<file path="config.mk">
export PLATFORM = sky130hd
export DESIGN_NAME = dcp_policy_unit
export DESIGN_NICKNAME = d
export VERILOG_FILES = /design/src/rtl/dcp_pkg.sv /design/src/rtl/dcp_classify.sv /design/src/rtl/dcp_rules.sv /design/src/rtl/dcp_outreg.sv /design/src/rtl/dcp_policy_unit.sv
export SDC_FILE = /design/constraint.sdc
export NUM_CORES = 1
export LEC_CHECK = 0
export BUFFER_PORTS_ARGS = -buffer_cell sky130_fd_sc_hd__buf_2
export CAP_MARGIN = 20
export CORE_AREA = 2 2 39 41
export CTS_CLUSTER_DIAMETER = 120
export CTS_CLUSTER_SIZE = 40
export DETAILED_ROUTE_END_ITERATION = 8
export DIE_AREA = 0 0 41 43
export PLACE_DENSITY = 0.38
export SYNTH_ARGS = -nofsm -noshare
export SYNTH_HDL_FRONTEND = slang
export SYNTH_SLANG_ARGS = --single-unit
</file>
<file path="constraint.sdc">
create_clock -name clk -period 1.1 [get_ports clk]
set_clock_uncertainty 0.2 [all_clocks]
set_input_delay 0.11 -clock clk [delete_from_list [all_inputs] [get_ports clk]]
set_output_delay 0.11 -clock clk [all_outputs]
set_load 0.02 [all_outputs]
</file>
<file path="src/rtl/dcp_pkg.sv">
package dcp_pkg;
  localparam int KIND_W = 3;

  localparam logic [KIND_W-1:0] KIND_READ   = 3'd0;
  localparam logic [KIND_W-1:0] KIND_WRITE  = 3'd1;
  localparam logic [KIND_W-1:0] KIND_RMW_RD = 3'd2;
  localparam logic [KIND_W-1:0] KIND_RMW_WR = 3'd3;
  localparam logic [KIND_W-1:0] KIND_TABLE  = 3'd4;

  // one-hot classification of a qualified access
  typedef struct packed {
    logic rd;
    logic wr;
    logic rmw_rd;
    logic rmw_wr;
    logic tbl;
  } kind_flags_t;

  typedef struct packed {
    logic miss;
    logic upd;
    logic alc;
  } decision_t;

  localparam int DEC_W = $bits(decision_t);
endpackage

</file>
<file path="src/rtl/dcp_classify.sv">
module dcp_classify
  import dcp_pkg::*;
(
  input  logic              valid,
  input  logic [KIND_W-1:0] kind,
  output kind_flags_t       flags
);
  always_comb begin
    flags = '0;
    if (valid) begin
      case (kind)
        KIND_READ:   flags.rd     = 1'b1;
        KIND_WRITE:  flags.wr     = 1'b1;
        KIND_RMW_RD: flags.rmw_rd = 1'b1;
        KIND_RMW_WR: flags.rmw_wr = 1'b1;
        KIND_TABLE:  flags.tbl    = 1'b1;
        default:     flags        = '0;
      endcase
    end
  end

  always_comb begin
    flags_onehot_chk: assert ($onehot0(flags));
  end
endmodule

</file>
<file path="src/rtl/dcp_rules.sv">
module dcp_rules
  import dcp_pkg::*;
(
  input  kind_flags_t flags,
  input  logic        hit,
  input  logic        wa,
  input  logic        lockout,
  input  logic        inhibit,
  output decision_t   dec
);
  logic cacheable;
  assign cacheable = !lockout && !inhibit;

  always_comb begin
    dec = '0;
    if (flags.rd) begin
      dec.alc = !hit && cacheable;
    end
    if (flags.wr) begin
      dec.upd = hit;
      dec.alc = !hit && wa;
    end
    if (flags.rmw_rd) begin
      dec.miss = 1'b1;
      dec.upd  = hit && cacheable;
      dec.alc  = !hit && cacheable;
    end
    if (flags.rmw_wr) begin
      dec.upd = hit;
    end
    if (flags.tbl) begin
      dec.miss = 1'b1;
    end
  end


  always_comb begin
    upd_alc_excl_chk: assert (!(dec.upd && dec.alc));
  end
endmodule

</file>
<file path="src/rtl/dcp_outreg.sv">
module dcp_outreg #(
  parameter int W = 3
) (
  input  logic         clk,
  input  logic         rst,
  input  logic [W-1:0] d,
  output logic [W-1:0] q
);
  always_ff @(posedge clk) begin
    if (rst) q <= '0;
    else     q <= d;
  end
endmodule

</file>
<file path="src/rtl/dcp_policy_unit.sv">
module dcp_policy_unit
  import dcp_pkg::*;
(
  input  logic              clk,
  input  logic              rst,
  input  logic              acc_valid,
  input  logic [KIND_W-1:0] acc_kind,
  input  logic              tag_hit,
  input  logic              wr_alloc_en,
  input  logic              ext_lockout,
  input  logic              ext_inhibit,
  output logic              force_miss,
  output logic              upd_strobe,
  output logic              alloc_strobe
);
  kind_flags_t flags;
  decision_t   dec_c;
  logic [DEC_W-1:0] dec_q;

  dcp_classify u_cls (
    .valid (acc_valid),
    .kind  (acc_kind),
    .flags (flags)
  );

  dcp_rules u_rules (
    .flags   (flags),
    .hit     (tag_hit),
    .wa      (wr_alloc_en),
    .lockout (ext_lockout),
    .inhibit (ext_inhibit),
    .dec     (dec_c)
  );

  dcp_outreg #(.W(DEC_W)) u_oreg (
    .clk (clk),
    .rst (rst),
    .d   (dec_c),
    .q   (dec_q)
  );

  decision_t dec_o;
  assign dec_o        = decision_t'(dec_q);
  assign force_miss   = dec_o.miss;
  assign upd_strobe   = dec_o.upd;
  assign alloc_strobe = dec_o.alc;


  reset_clear_chk: assert property (@(posedge clk)
    rst |=> (!force_miss && !upd_strobe && !alloc_strobe));


  strobe_excl_chk: assert property (@(posedge clk) disable iff (rst)
    !(upd_strobe && alloc_strobe));


  rmw_rd_miss_chk: assert property (@(posedge clk) disable iff (rst)
    (acc_valid && acc_kind == KIND_RMW_RD) |=> force_miss);


  rmw_rd_blocked_chk: assert property (@(posedge clk) disable iff (rst)
    (acc_valid && acc_kind == KIND_RMW_RD && (ext_lockout || ext_inhibit))
      |=> (!upd_strobe && !alloc_strobe));


  table_ignored_chk: assert property (@(posedge clk) disable iff (rst)
    (acc_valid && acc_kind == KIND_TABLE)
      |=> (force_miss && !upd_strobe && !alloc_strobe));


  wr_miss_noalloc_chk: assert property (@(posedge clk) disable iff (rst)
    (acc_valid && acc_kind == KIND_WRITE && !tag_hit && !wr_alloc_en)
      |=> (!upd_strobe && !alloc_strobe));


  idle_quiet_chk: assert property (@(posedge clk) disable iff (rst)
    !acc_valid |=> (!force_miss && !upd_strobe && !alloc_strobe));
endmodule

</file>
# Word-level counts from Yosys, hierarchy flattened
# Cells that the tools add are included.
[word_totals] output_inout_bits=3 reg_bits=3 word_cells=24
[classes] eq_ne=4 reduce_logical=8 muxes=11
[ops] operator="two-way mux 1 bit" count=8
[ops] operator="equality test 3 x 2 -> 1 bit, second input constant" count=2
[ops] operator="two-way mux 5 bit" count=1
[ops] operator="logical AND 1 bit" count=4
[ops] operator="equality test 3 x 1 -> 1 bit, second input constant" count=1
[ops] operator="equality test 3 bit, second input constant" count=1
[ops] operator="logical NOT 1 bit" count=3
[ops] operator="logical NOT 3 bit" count=1
[ops] operator="two-way mux 3 bit" count=1
[ops] operator="two-way mux 2 bit" count=1

# Logic depth before layout (Yosys ltp)
# Gate-level depths: netlist of the first run.
[logic_depth] ltp_word=7 depth_mapped=3

# Cells and area by module
# Synthesis of the first run repeated with hierarchy kept, for this count alone.
[unflattened] hier_cells=20 hier_area_um2=200.2
[modules_own_cells] module="dcp_outreg" cells_per_inst=6 instances=1 area_each_um2=78.8
[modules_own_cells] module="dcp_classify" cells_per_inst=5 instances=1 area_each_um2=63.8
[modules_own_cells] module="dcp_rules" cells_per_inst=9 instances=1 area_each_um2=57.6

# Worst setup path after synthesis of the first run
# Ideal clock, no wire load.
[synth_timing] kind="input to register" from="input ext_inhibit" to="register u_oreg.q[1]" arrival_time_ps=520 setup_time_ps=87 stages=3 path_slack_ps=293 n_path_buf=0 required_ps=813 cell_sequence="nor2_1 a21oi_1 nor4b_2"
[synth_via] elab_chain_len=5
[synth_lines] item="start, declared" line_no="dcp_policy_unit.sv:11" text="input logic ext_inhibit,"
[synth_lines] item="logical NOT 1 bit" line_no="dcp_rules.sv:12" text="assign cacheable = !lockout && !inhibit;"
[synth_lines] item="logical AND 1 bit" line_no="dcp_rules.sv:12"
[synth_lines] item="logical AND 1 bit" line_no="dcp_rules.sv:25" text="dec.upd = hit && cacheable;"
[synth_lines] item="two-way mux 3 bit" line_no="dcp_rules.sv:23" text="if (flags.rmw_rd) begin"
[synth_lines] item="two-way mux 1 bit" line_no="dcp_rules.sv:28" text="if (flags.rmw_wr) begin"
[synth_lines] item="end signal, assigned" line_no="dcp_outreg.sv:10" text="if (rst) q <= '0;"
[synth_lines] item="end signal, assigned" line_no="dcp_outreg.sv:11" text="else q <= d;"
[synth_lines] item="end, declared" line_no="dcp_outreg.sv:7" text="output logic [W-1:0] q"
# Every way passes these cells.
# A chain may end at the register's enable or synchronous reset.

# Worst setup path in the final report of the first run
[layout_timing] from="input acc_kind[0]" to="register u_oreg.q[2]"
[layout_via] elab_chain_len=5 elab_cells_between_ends=7 classes_between="2 x eq/ne; 5 x mux"
[layout_lines] item="start, declared" line_no="dcp_policy_unit.sv:7" text="input logic [KIND_W-1:0] acc_kind,"
[layout_lines] item="equality test 3 x 2 -> 1 bit" line_no="dcp_classify.sv:11" text="case (kind)"
[layout_lines] item="two-way mux 1 bit" line_no="dcp_classify.sv:11"
[layout_lines] item="two-way mux 5 bit (*)" line_no="dcp_classify.sv:10" text="if (valid) begin"
[layout_lines] item="two-way mux 3 bit" line_no="dcp_rules.sv:23"
[layout_lines] item="two-way mux 1 bit (*)" line_no="dcp_rules.sv:31" text="if (flags.tbl) begin"
# Every way passes the cells marked *; elsewhere a longest branch is shown, timed or not.

==> summary.md, run 1 <==
| Metric | Value |
|---|---|
| Final cycle utilization of the critical path | `0.9193` |
| Slowest-stage cell, CP | `dlygate4sd3_1` |
| Slew Limit Fails | `0` |
| RSZ-0062 raised after global routing | `no` |
| Ports | `13` |
| Outcome | `finished, violations left` |
| Setup TNS | `0 ps` |
| Clock sinks | `3` |
| DP Worst Slack | `97.72 ps` |
| Worst-path clk slew | `roughly 40 ps` |
| Flip-flop and latch area | `60.06 µm²` |
| Worst EP arrival | `970 ps` |
| Initial antenna violation count | `0` |
| Post-cts sizing count | `0` |
| First-pass GRT wire length | `572 µm` |
| Crit path capture type | `register` |
| Max-slew headroom | `0.8729` |
| Fraction of layout cells with a size suffix above 1 | `0.5484` |
| Commonest cells after routing, fill and taps aside | `buf_2 (12), clkbuf_4 (3), dfxtp_1 (3)` |
| Chip Height | `43 µm` |
| Clk root buf | `clkbuf_4` |
| Die Span X | `41 µm` |
| DRT Pass-1 Iters | `4` |
| Least-Margin Pin Slew | `189.8 ps` |
| Number of cells on the worst hold path | `2` |
| CTS Hold Bufs | `1` |
| Layout area overhead | `83.04%` |
| CP max FO | `4` |
| Failing checks | `hold timing` |
| Synth unique cells | `8` |
| Cell Count Post-Placement | `42` |
| Area of the core | `about 1400 µm²` |
| Largest Register | `u_oreg.q` |
| F_max | `around 0.99 GHz` |
| Initial core utilization | `0.1013` |
| Net switching power | `0.00008099 W` |
| Final worst setup slack | `about 89 ps` |
| TritonCTS buffer count | `3` |
| Required time of the critical path | `1060 ps` |
| HP Class | `in -> reg` |
| Clock share of power | `0.547` |
| Antenna Cells | `0` |
| Layout Cells excl Fill | `47` |
| Syn Std Cell Area | `140.1 µm²` |
| Internal | `0.0002729 W` |
| Setup Buffers After CTS | `0` |
| Ys Warns | `0` |
| Fill count | `162` |
| Sw frac | `0.2289` |
| Final hold slack | `-84.01 ps` |
| VDD IR-drop max | `0.1945 mV` |
| ANT nets after route | `0` |
| Min Clock Period, post-route | `1011 ps` |
| Vias in the first global route | `150` |
| Drt drc | `0` |
| Commonest non-fill, non-tap cell in the layout | `buf_2` |
| Hold Path End | `u_oreg.q[0]` |
| GRT overflow | `0` |
| Largest net degree at the start of global routing | `5` |
| Pwr Density | `roughly 1400 nW/µm²` |
| Placer congestion estimate | `0.5747` |
| Cells after synthesis | `14` |
| Critical Path Max Stage Delay | `560 ps` |
| Logic pwr share | `0.137` |
| Die area | `1763 µm²` |
| Largest registers | `u_oreg.q x3` |
| CTS Buffer Depth | `2` |
| H-tree levels | `1` |
| Leak | `0.1145 nW` |
| CTS tree | `yes` |
| CP Cell Sequence | `buf_2 > dlygate4sd3_1 > nor3_1` |
| CP Launch Type | `input pin` |
| Rows | `14` |
| Avg Cell Area, Syn | `about 10 µm²` |
| Sequential power share | `0.317` |
| Via count | `161` |
| Max Cap Viol | `0` |
| Buffers on Ports | `12` |
| Final-stage net count | `42` |
| Sequential share of the synthesized area | `0.4286` |
| #FFs+latches synth | `3` |
| Total power | `approximately 0.00035 W` |
| Mapped Nets | `24` |
| Crit Path Class | `in -> reg` |
| Area occupied by multi-input gates | `80.08 µm²` |
| Via/cell ratio | `roughly 3.4` |
| GR Util All Layers | `0.05806` |
| Hold Violations, Final | `2` |
| Wire length per cell | `8.723 µm` |
| WL final | `410 µm` |
| DR iter-0 viols | `4` |
| Setup violators final | `0` |
| Max reg flops | `3` |
| Final Core Density | `0.1854` |
| Hold path startpoint | `acc_kind[2]` |
[worst max-delay path: cells and delay by family]
family                 cells  cell delay (ps)
and+or+nand+nor            1              180
buffers and inverters      2              680
[logic make-up after synthesis]
kind of cell,after synthesis,share of synthesized area
AND/OR/NAND/NOR,7,0.3928
AO/OA/AOI/OAI,3,0.1161
XOR/XNOR,1,0.06251
flip-flops,3,0.4286
[how the worst max path moves through the flow]
| stage | startpoint | end | slack (ps) | depth (start not counted) |
|---|---|---|---|---|
| global placement | acc_kind[1] | u_oreg.q[0] | 90 | 4 |
| CTS | u_oreg.q[2] | force_miss | 90 | 1 |
| detailed placement | ext_inhibit | u_oreg.q[1] | 100 | 4 |
| finish | acc_kind[0] | u_oreg.q[2] | 90 | 3 |
| floorplan | ext_inhibit | u_oreg.q[1] | 290 | 3 |
| global route | acc_kind[0] | u_oreg.q[2] | 50 | 3 |
[area by class of cell]
type | count | area share
sequential | 3 | 0.2341
timing repair buffer | 13 | 0.2732
clock buffer | 4 | 0.1024
multi-input combinational | 11 | 0.3122
tap | 16 | 0.07805
[power by group through the flow]
stage / clock network, W / registers [W] / logic (W)
finish: 0.000193 / 0.000112 / 0.0000484
global route: 0.000217 / 0.000112 / 0.0000533
CTS: 0.000209 / 0.000112 / 0.0000487
detailed placement: 0 / 0.000114 / 0.0000458
global placement: 0 / 0.000114 / 0.0000461
floorplan: 0 / 0.000117 / 0.0000170
[metal layers]
metal,global-route usage,vias to the layer above,part of all wire
met1,0.06688,64,0.50
met3,0.06283,0,0.22
met5,0,-,0
met2,0.05000,13,0.28
met4,0.06000,0,0
li1,-,84,-
[Yosys cell counts]
master	number	area (µm²)
nor3_1	1	5.000
nor4b_2	2	30.03
a31oi_1	1	6.260
a21oi_1	2	10.01
nor2_1	2	7.510
nand2b_1	2	12.51
dfxtp_1	3	60.06
xnor2_1	1	8.760
[through the flow]
stage / hold WS (ps) / cell area, µm²
final: -84.01 / 256.5
after global routing: -77.58 / 256.5
after CTS: -95.49 / 256.5
after detailed placement: 138.2 / 220.2
after global placement: 133.8 / 220.2
after floorplan: -18.58 / 140.1
Note: power is estimated with default switching activity, not from simulation.
==> run 2: changes to the inputs <==
--- a/config.mk
+++ b/config.mk
@@ -13,6 +13,7 @@
 export DETAILED_ROUTE_END_ITERATION = 8
 export DIE_AREA = 0 0 41 43
 export PLACE_DENSITY = 0.38
+export SETUP_SLACK_MARGIN = 0.2
 export SYNTH_ARGS = -nofsm -noshare
 export SYNTH_HDL_FRONTEND = slang
 export SYNTH_SLANG_ARGS = --single-unit
==> summary.md, run 2 (same netlist as run 1, synthesis figures left out) <==
| Metric | Value |
|---|---|
| Outcome | `finished, violations left (unchanged)` |
| Failing checks | `hold timing (unchanged)` |
| Commonest cells after routing, fill and taps aside | `buf_2 (9), clkbuf_4 (3), buf_6 (3), dfxtp_2 (3) (was buf_2 (12), clkbuf_4 (3), dfxtp_1 (3))` |
| H-tree levels | `1 (unchanged)` |
| Antenna Cells | `0 (unchanged)` |
| Largest Register | `u_oreg.q (unchanged)` |
| Via count | `159 (was 161)` |
| Flip-flop and latch area | `63.81 µm² (was 60.06 µm²)` |
| Buf+Inv Stages, Crit Path | `1 (was 2)` |
| DRT Pass-1 Iters | `4 (unchanged)` |
| Sequential power share | `0.319 (was 0.317)` |
| Critical Path Max Stage Delay | `310 ps (was 560 ps)` |
| Worst EP arrival | `660 ps (was 970 ps)` |
| Clk root buf | `clkbuf_4 (unchanged)` |
| Cell Count Post-Placement | `42 (unchanged)` |
| Vias in the first global route | `147 (was 150)` |
| GRT overflow | `0 (unchanged)` |
| Area of the core | `1384 µm² (unchanged)` |
| Area occupied by multi-input gates | `80.08 µm² (unchanged)` |
| Setup TNS | `0 ps (unchanged)` |
| Net switching power | `0.00008043 W (was 0.00008099 W)` |
| Logic pwr share | `0.136 (was 0.137)` |
| Ports | `13 (unchanged)` |
| Chip Height | `43 µm (unchanged)` |
| CTS Buffer Depth | `2 (unchanged)` |
| Min Clock Period, post-route | `969.7 ps (was 1011 ps)` |
| Final worst setup slack | `130.3 ps (was 88.82 ps)` |
| Least-Margin Pin Slew | `189.8 ps (unchanged)` |
| Total power | `0.0003540 W (was 0.0003539 W)` |
| Max Cap Viol | `0 (unchanged)` |
| Largest registers | `u_oreg.q x3 (unchanged)` |
| Internal | `0.0002735 W (was 0.0002729 W)` |
| RSZ-0062 raised after global routing | `yes (was no)` |
| Slowest-stage cell, CP | `dfxtp_2 (was dlygate4sd3_1)` |
| Hold path startpoint | `acc_kind[0] (was acc_kind[2])` |
| Via/cell ratio | `3.457 (was 3.426)` |
| DR iter-0 viols | `4 (unchanged)` |
| Pwr Density | `1316 nW/µm² (was 1380 nW/µm²)` |
| Fill count | `156 (was 162)` |
| Commonest non-fill, non-tap cell in the layout | `buf_2 (unchanged)` |
| Setup Buffers After CTS | `0 (unchanged)` |
| Number of cells on the worst hold path | `2 (unchanged)` |
| Crit Path Class | `reg -> out (was in -> reg)` |
| Sw frac | `0.2272 (was 0.2289)` |
| VDD IR-drop max | `0.1714 mV (was 0.1945 mV)` |
| Max-slew headroom | `0.8729 (unchanged)` |
| TritonCTS buffer count | `3 (unchanged)` |
| HP Class | `in -> reg (unchanged)` |
| DP Worst Slack | `97.72 ps (unchanged)` |
| ANT nets after route | `0 (unchanged)` |
| Setup violators final | `0 (unchanged)` |
| Wire length per cell | `8.587 µm (was 8.723 µm)` |
| Leak | `0.1138 nW (was 0.1145 nW)` |
| Hold Violations, Final | `3 (was 2)` |
| Slew Limit Fails | `0 (unchanged)` |
| Die Span X | `41 µm (unchanged)` |
| Largest net degree at the start of global routing | `5 (unchanged)` |
| Hold Path End | `u_oreg.q[2] (was u_oreg.q[0])` |
| Layout area overhead | `91.96% (was 83.04%)` |
| F_max | `1.031 GHz (was 0.9889 GHz)` |
| Drt drc | `0 (unchanged)` |
| CP max FO | `1 (was 4)` |
| GR Util All Layers | `0.05706 (was 0.05806)` |
| Buffers on Ports | `12 (unchanged)` |
| Final hold slack | `-113.4 ps (was -84.01 ps)` |
| Rows | `14 (unchanged)` |
| Die area | `1763 µm² (unchanged)` |
| First-pass GRT wire length | `558 µm (was 572 µm)` |
| CTS tree | `yes (unchanged)` |
| Initial antenna violation count | `0 (unchanged)` |
| Fraction of layout cells with a size suffix above 1 | `0.6667 (was 0.5484)` |
| CP Cell Sequence | `buf_6 (was buf_2 > dlygate4sd3_1 > nor3_1)` |
| Initial core utilization | `0.1013 (unchanged)` |
| Worst-path clk slew | `40 ps (about the same)` |
| Clock share of power | `0.545 (was 0.547)` |
| Clock sinks | `3 (unchanged)` |
| Crit path capture type | `primary output (was register)` |
| Final cycle utilization of the critical path | `0.8816 (was 0.9193)` |
| Family with the most delay on the worst path | `flip-flops (was buffers and inverters)` |
| CP Launch Type | `register (was input pin)` |
| Final-stage net count | `41 (was 42)` |
| Max reg flops | `3 (unchanged)` |
| Layout Cells excl Fill | `46 (was 47)` |
| Required time of the critical path | `790 ps (was 1060 ps)` |
| WL final | `395 µm (was 410 µm)` |
| Placer congestion estimate | `0.5747 (unchanged)` |
[run 2: cell count changes in the layout (fill, tap and decap cells not counted)]
cell and change:
buf_2 -3, buf_6 +3, dfxtp_1 -3, dfxtp_2 +3, dlygate4sd3_1 -1
[run 2: cell type report]
class | count | area share
sequential | 3 | 0.2372
multi-input combinational | 11 | 0.2977
tap | 16 | 0.07442
timing repair buffer | 12 | 0.2930
clock buffer | 4 | 0.09767
[run 2: timing repair]
action	4_1_cts	5_1_grt
cloned	0	0
endpoints found under the setup margin	3	3
endpoints found under the hold margin	3	3
resized for setup	9	0
[run 2: worst max path at each step]
stage / start / end / slack (ps) / depth (start not counted)
final: u_oreg.q[2] / force_miss / 130 / 1
after CTS: u_oreg.q[2] / force_miss / 110 / 1
after floorplan: ext_inhibit / u_oreg.q[1] / 290 / 3
after detailed placement: ext_inhibit / u_oreg.q[1] / 100 / 4
after global placement: acc_kind[1] / u_oreg.q[0] / 90 / 4
after global routing: u_oreg.q[2] / force_miss / 110 / 1
[run 2: power by group through the flow]
stage / logic, W / registers (W) / clock network, W
final: 0.0000480 / 0.000113 / 0.000193
after global routing: 0.0000530 / 0.000113 / 0.000217
after CTS: 0.0000484 / 0.000113 / 0.000209
after detailed placement: 0.0000458 / 0.000114 / 0
after global placement: 0.0000461 / 0.000114 / 0
after floorplan: 0.0000170 / 0.000117 / 0
[run 2: layer usage]
metal | routed length, µm | vias up | track usage | share of wire
li1 | - | 82 | - | -
met1 | 192 | 64 | 0.06369 | 0.49
met2 | 115 | 13 | 0.05000 | 0.29
met3 | 86 | 0 | 0.06283 | 0.22
met4 | 0 | 0 | 0.06000 | 0
met5 | 0 | - | 0 | 0
[run 2: per-stage QoR]
stage | utilization | area [µm²]
finish | 0.1944 | 269.0
CTS | 0.1944 | 269.0
global placement | 0.1591 | 220.2
floorplan | - | 140.1
global route | 0.1944 | 269.0
detailed placement | 0.1591 | 220.2
==> run 3: changes to the inputs <==
--- a/config.mk
+++ b/config.mk
@@ -12,8 +12,7 @@
 export CTS_CLUSTER_SIZE = 40
 export DETAILED_ROUTE_END_ITERATION = 8
 export DIE_AREA = 0 0 41 43
-export PLACE_DENSITY = 0.38
-export SETUP_SLACK_MARGIN = 0.2
+export PLACE_DENSITY = 0.39
 export SYNTH_ARGS = -nofsm -noshare
 export SYNTH_HDL_FRONTEND = slang
 export SYNTH_SLANG_ARGS = --single-unit
==> constraint.sdc (replaced) <==
create_clock -name clk -period 0.86 [get_ports clk]
set_clock_uncertainty 0.2 [all_clocks]
set_input_delay 0.086 -clock clk [delete_from_list [all_inputs] [get_ports clk]]
set_output_delay 0.086 -clock clk [all_outputs]
set_load 0.02 [all_outputs]
==> summary.md, run 3 (same netlist as run 1, synthesis figures left out) <==
| Metric | Value |
|---|---|
| CP max FO | `1 (unchanged)` |
| DP HPWL | `320 µm` |
| Largest registers | `u_oreg.q x3 (unchanged)` |
| CP Launch Type | `register (unchanged)` |
| DR iter-0 viols | `4 (unchanged)` |
| Final hold slack | `-140.7 ps (was -113.4 ps)` |
| Die Span X | `41 µm (unchanged)` |
| Crit path capture type | `primary output (unchanged)` |
| Family with the most delay on the worst path | `flip-flops (unchanged)` |
| Via/cell ratio | `3.408 (was 3.457)` |
| Chip Height | `43 µm (unchanged)` |
| Buffers on Ports | `12 (unchanged)` |
| Min Clock Period, post-route | `950.3 ps` |
| Critical Path Max Stage Delay | `310 ps (about the same)` |
| Commonest cells after routing, fill and taps aside | `buf_2 (9), clkbuf_4 (3), buf_6 (3), buf_4 (3), dfxtp_2 (3) (was buf_2 (9), clkbuf_4 (3), buf_6 (3), dfxtp_2 (3))` |
| Cell Count Post-Placement | `45 (was 42)` |
| Vias in the first global route | `136 (was 147)` |
| Final worst setup slack | `-90.27 ps (was 130.3 ps)` |
| CTS tree | `yes (unchanged)` |
| Setup violators final | `3 (was 0)` |
| ANT nets after route | `0 (unchanged)` |
| Wire length per cell | `8.245 µm (was 8.587 µm)` |
| Slowest-stage cell, CP | `dfxtp_2 (unchanged)` |
| Layout area overhead | `108.0% (was 91.96%)` |
| Final Core Density | `0.2107 (was 0.1944)` |
| Fraction of layout cells with a size suffix above 1 | `0.6970 (was 0.6667)` |
| Leak | `0.1282 nW (was 0.1138 nW)` |
| WL final | `404 µm (was 395 µm)` |
| CP Cell Sequence | `buf_6 (unchanged)` |
| First-pass GRT wire length | `579 µm (was 558 µm)` |
| Final cycle utilization of the critical path | `1.105` |
| Buf+Inv Stages, Crit Path | `1 (unchanged)` |
| Hold path startpoint | `acc_kind[0] (unchanged)` |
| TritonCTS buffer count | `3 (unchanged)` |
| Clk root buf | `clkbuf_4 (unchanged)` |
| Hold Path End | `u_oreg.q[2] (unchanged)` |
| Largest net degree at the start of global routing | `5 (unchanged)` |
| Outcome | `finished, violations left (unchanged)` |
| Via count | `167 (was 159)` |
| Max reg flops | `3 (unchanged)` |
| Largest Register | `u_oreg.q (unchanged)` |
| Failing checks | `hold timing, setup timing (was hold timing)` |
| Max Cap Viol | `0 (unchanged)` |
| GRT overflow | `0 (unchanged)` |
| Max-slew headroom | `0.8762 (was 0.8729)` |
| HP Class | `in -> reg (unchanged)` |
| Area of the core | `1384 µm² (unchanged)` |
| Placer congestion estimate | `0.6281 (was 0.5747)` |
| Required time of the critical path | `570 ps (was 790 ps)` |
| Hold Violations, Final | `3 (unchanged)` |
| Worst-path clk slew | `40 ps (about the same)` |
| Clock sinks | `3 (unchanged)` |
| Crit Path Class | `reg -> out (unchanged)` |
| Antenna Cells | `0 (unchanged)` |
| Layout Cells excl Fill | `49 (was 46)` |
| Least-Margin Pin Slew | `185.2 ps (was 189.8 ps)` |
| Commonest non-fill, non-tap cell in the layout | `buf_2 (unchanged)` |
| Ports | `13 (unchanged)` |
| DRT Pass-1 Iters | `3 (was 4)` |
| Drt drc | `0 (unchanged)` |
| RSZ-0062 raised after global routing | `yes (unchanged)` |
| H-tree levels | `1 (unchanged)` |
| Worst EP arrival | `660 ps (about the same)` |
| Pwr Density | `1602 nW/µm² (was 1316 nW/µm²)` |
| Slew Limit Fails | `0 (unchanged)` |
| DP Worst Slack | `-104.0 ps (was 97.72 ps)` |
| Initial core utilization | `0.1013 (unchanged)` |
| Rows | `14 (unchanged)` |
| GR Util All Layers | `0.05806 (was 0.05706)` |
| Final-stage net count | `44 (was 41)` |
| Initial antenna violation count | `0 (unchanged)` |
| Setup Buffers After CTS | `0 (unchanged)` |
| CTS Buffer Depth | `2 (unchanged)` |
| F_max | `between 1 and 1.5 GHz` |
| VDD IR-drop max | `0.2731 mV (was 0.1714 mV)` |
| Die area | `1763 µm² (unchanged)` |
| Number of cells on the worst hold path | `2 (unchanged)` |
run 3: cell types whose count changed in the layout (fill, tap and decap cells not counted):
cell	delta
buf_4	+3
run 3: worst max-delay path by stage:
stage                      startpoint     endpoint  slack, ps  cells after the start
after floorplan           ext_inhibit  u_oreg.q[1]         80                      3
after global placement    ext_inhibit  u_oreg.q[1]       -110                      4
after detailed placement  ext_inhibit  u_oreg.q[1]       -100                      4
after CTS                 u_oreg.q[2]   force_miss       -100                      1
after global routing      u_oreg.q[2]   force_miss       -100                      1
final                     u_oreg.q[2]   force_miss        -90                      1
run 3: what timing repair did:
action / CTS / global route
gates cloned: 0 / 0
pin swaps: 0 / 0
endpoints found under the setup margin: 3 / 3
gates resized for setup: 9 / 0
hold endpoints to repair: 3 / 3
run 3: stage by stage:
stage	power [W]	hold WS (ps)	cell area, µm²	setup TNS, ps
6_report	0.0004670	-140.7	291.5	-256.7
5_1_grt	0.0004905	-129.4	291.5	-296.7
4_1_cts	0.0004773	-145.1	291.5	-278.9
3_5_place_dp	0.0002141	112.6	242.7	-210.2
3_3_place_gp	0.0002146	115.2	242.7	-245.3
2_1_floorplan	0.0001711	-42.58	140.1	0
run 3: final cells by class:
class	count	area, µm²
Clock buffer	4	26.28
Multi-Input combinational cell	11	80.08
Timing Repair Buffer	15	101.3
Sequential cell	3	63.81
Fill cell	153	1092
Tap cell	16	20.02
run 3: routing by layer:
layer,up-vias,global-route usage,part of all wire
met2,15,0.05000,0.26
met3,4,0.04712,0.23
met4,0,0.08000,0.059
li1,88,-,-
met1,60,0.06688,0.45
met5,-,0,0
run 3: power by group:
group          leakage, nW  internal [W]  switching [W]  total (W)
sequential          0.0258      0.000143     0.00000122   0.000144
clock               0.0150      0.000174      0.0000770   0.000251
combinational       0.0874     0.0000412      0.0000302  0.0000714
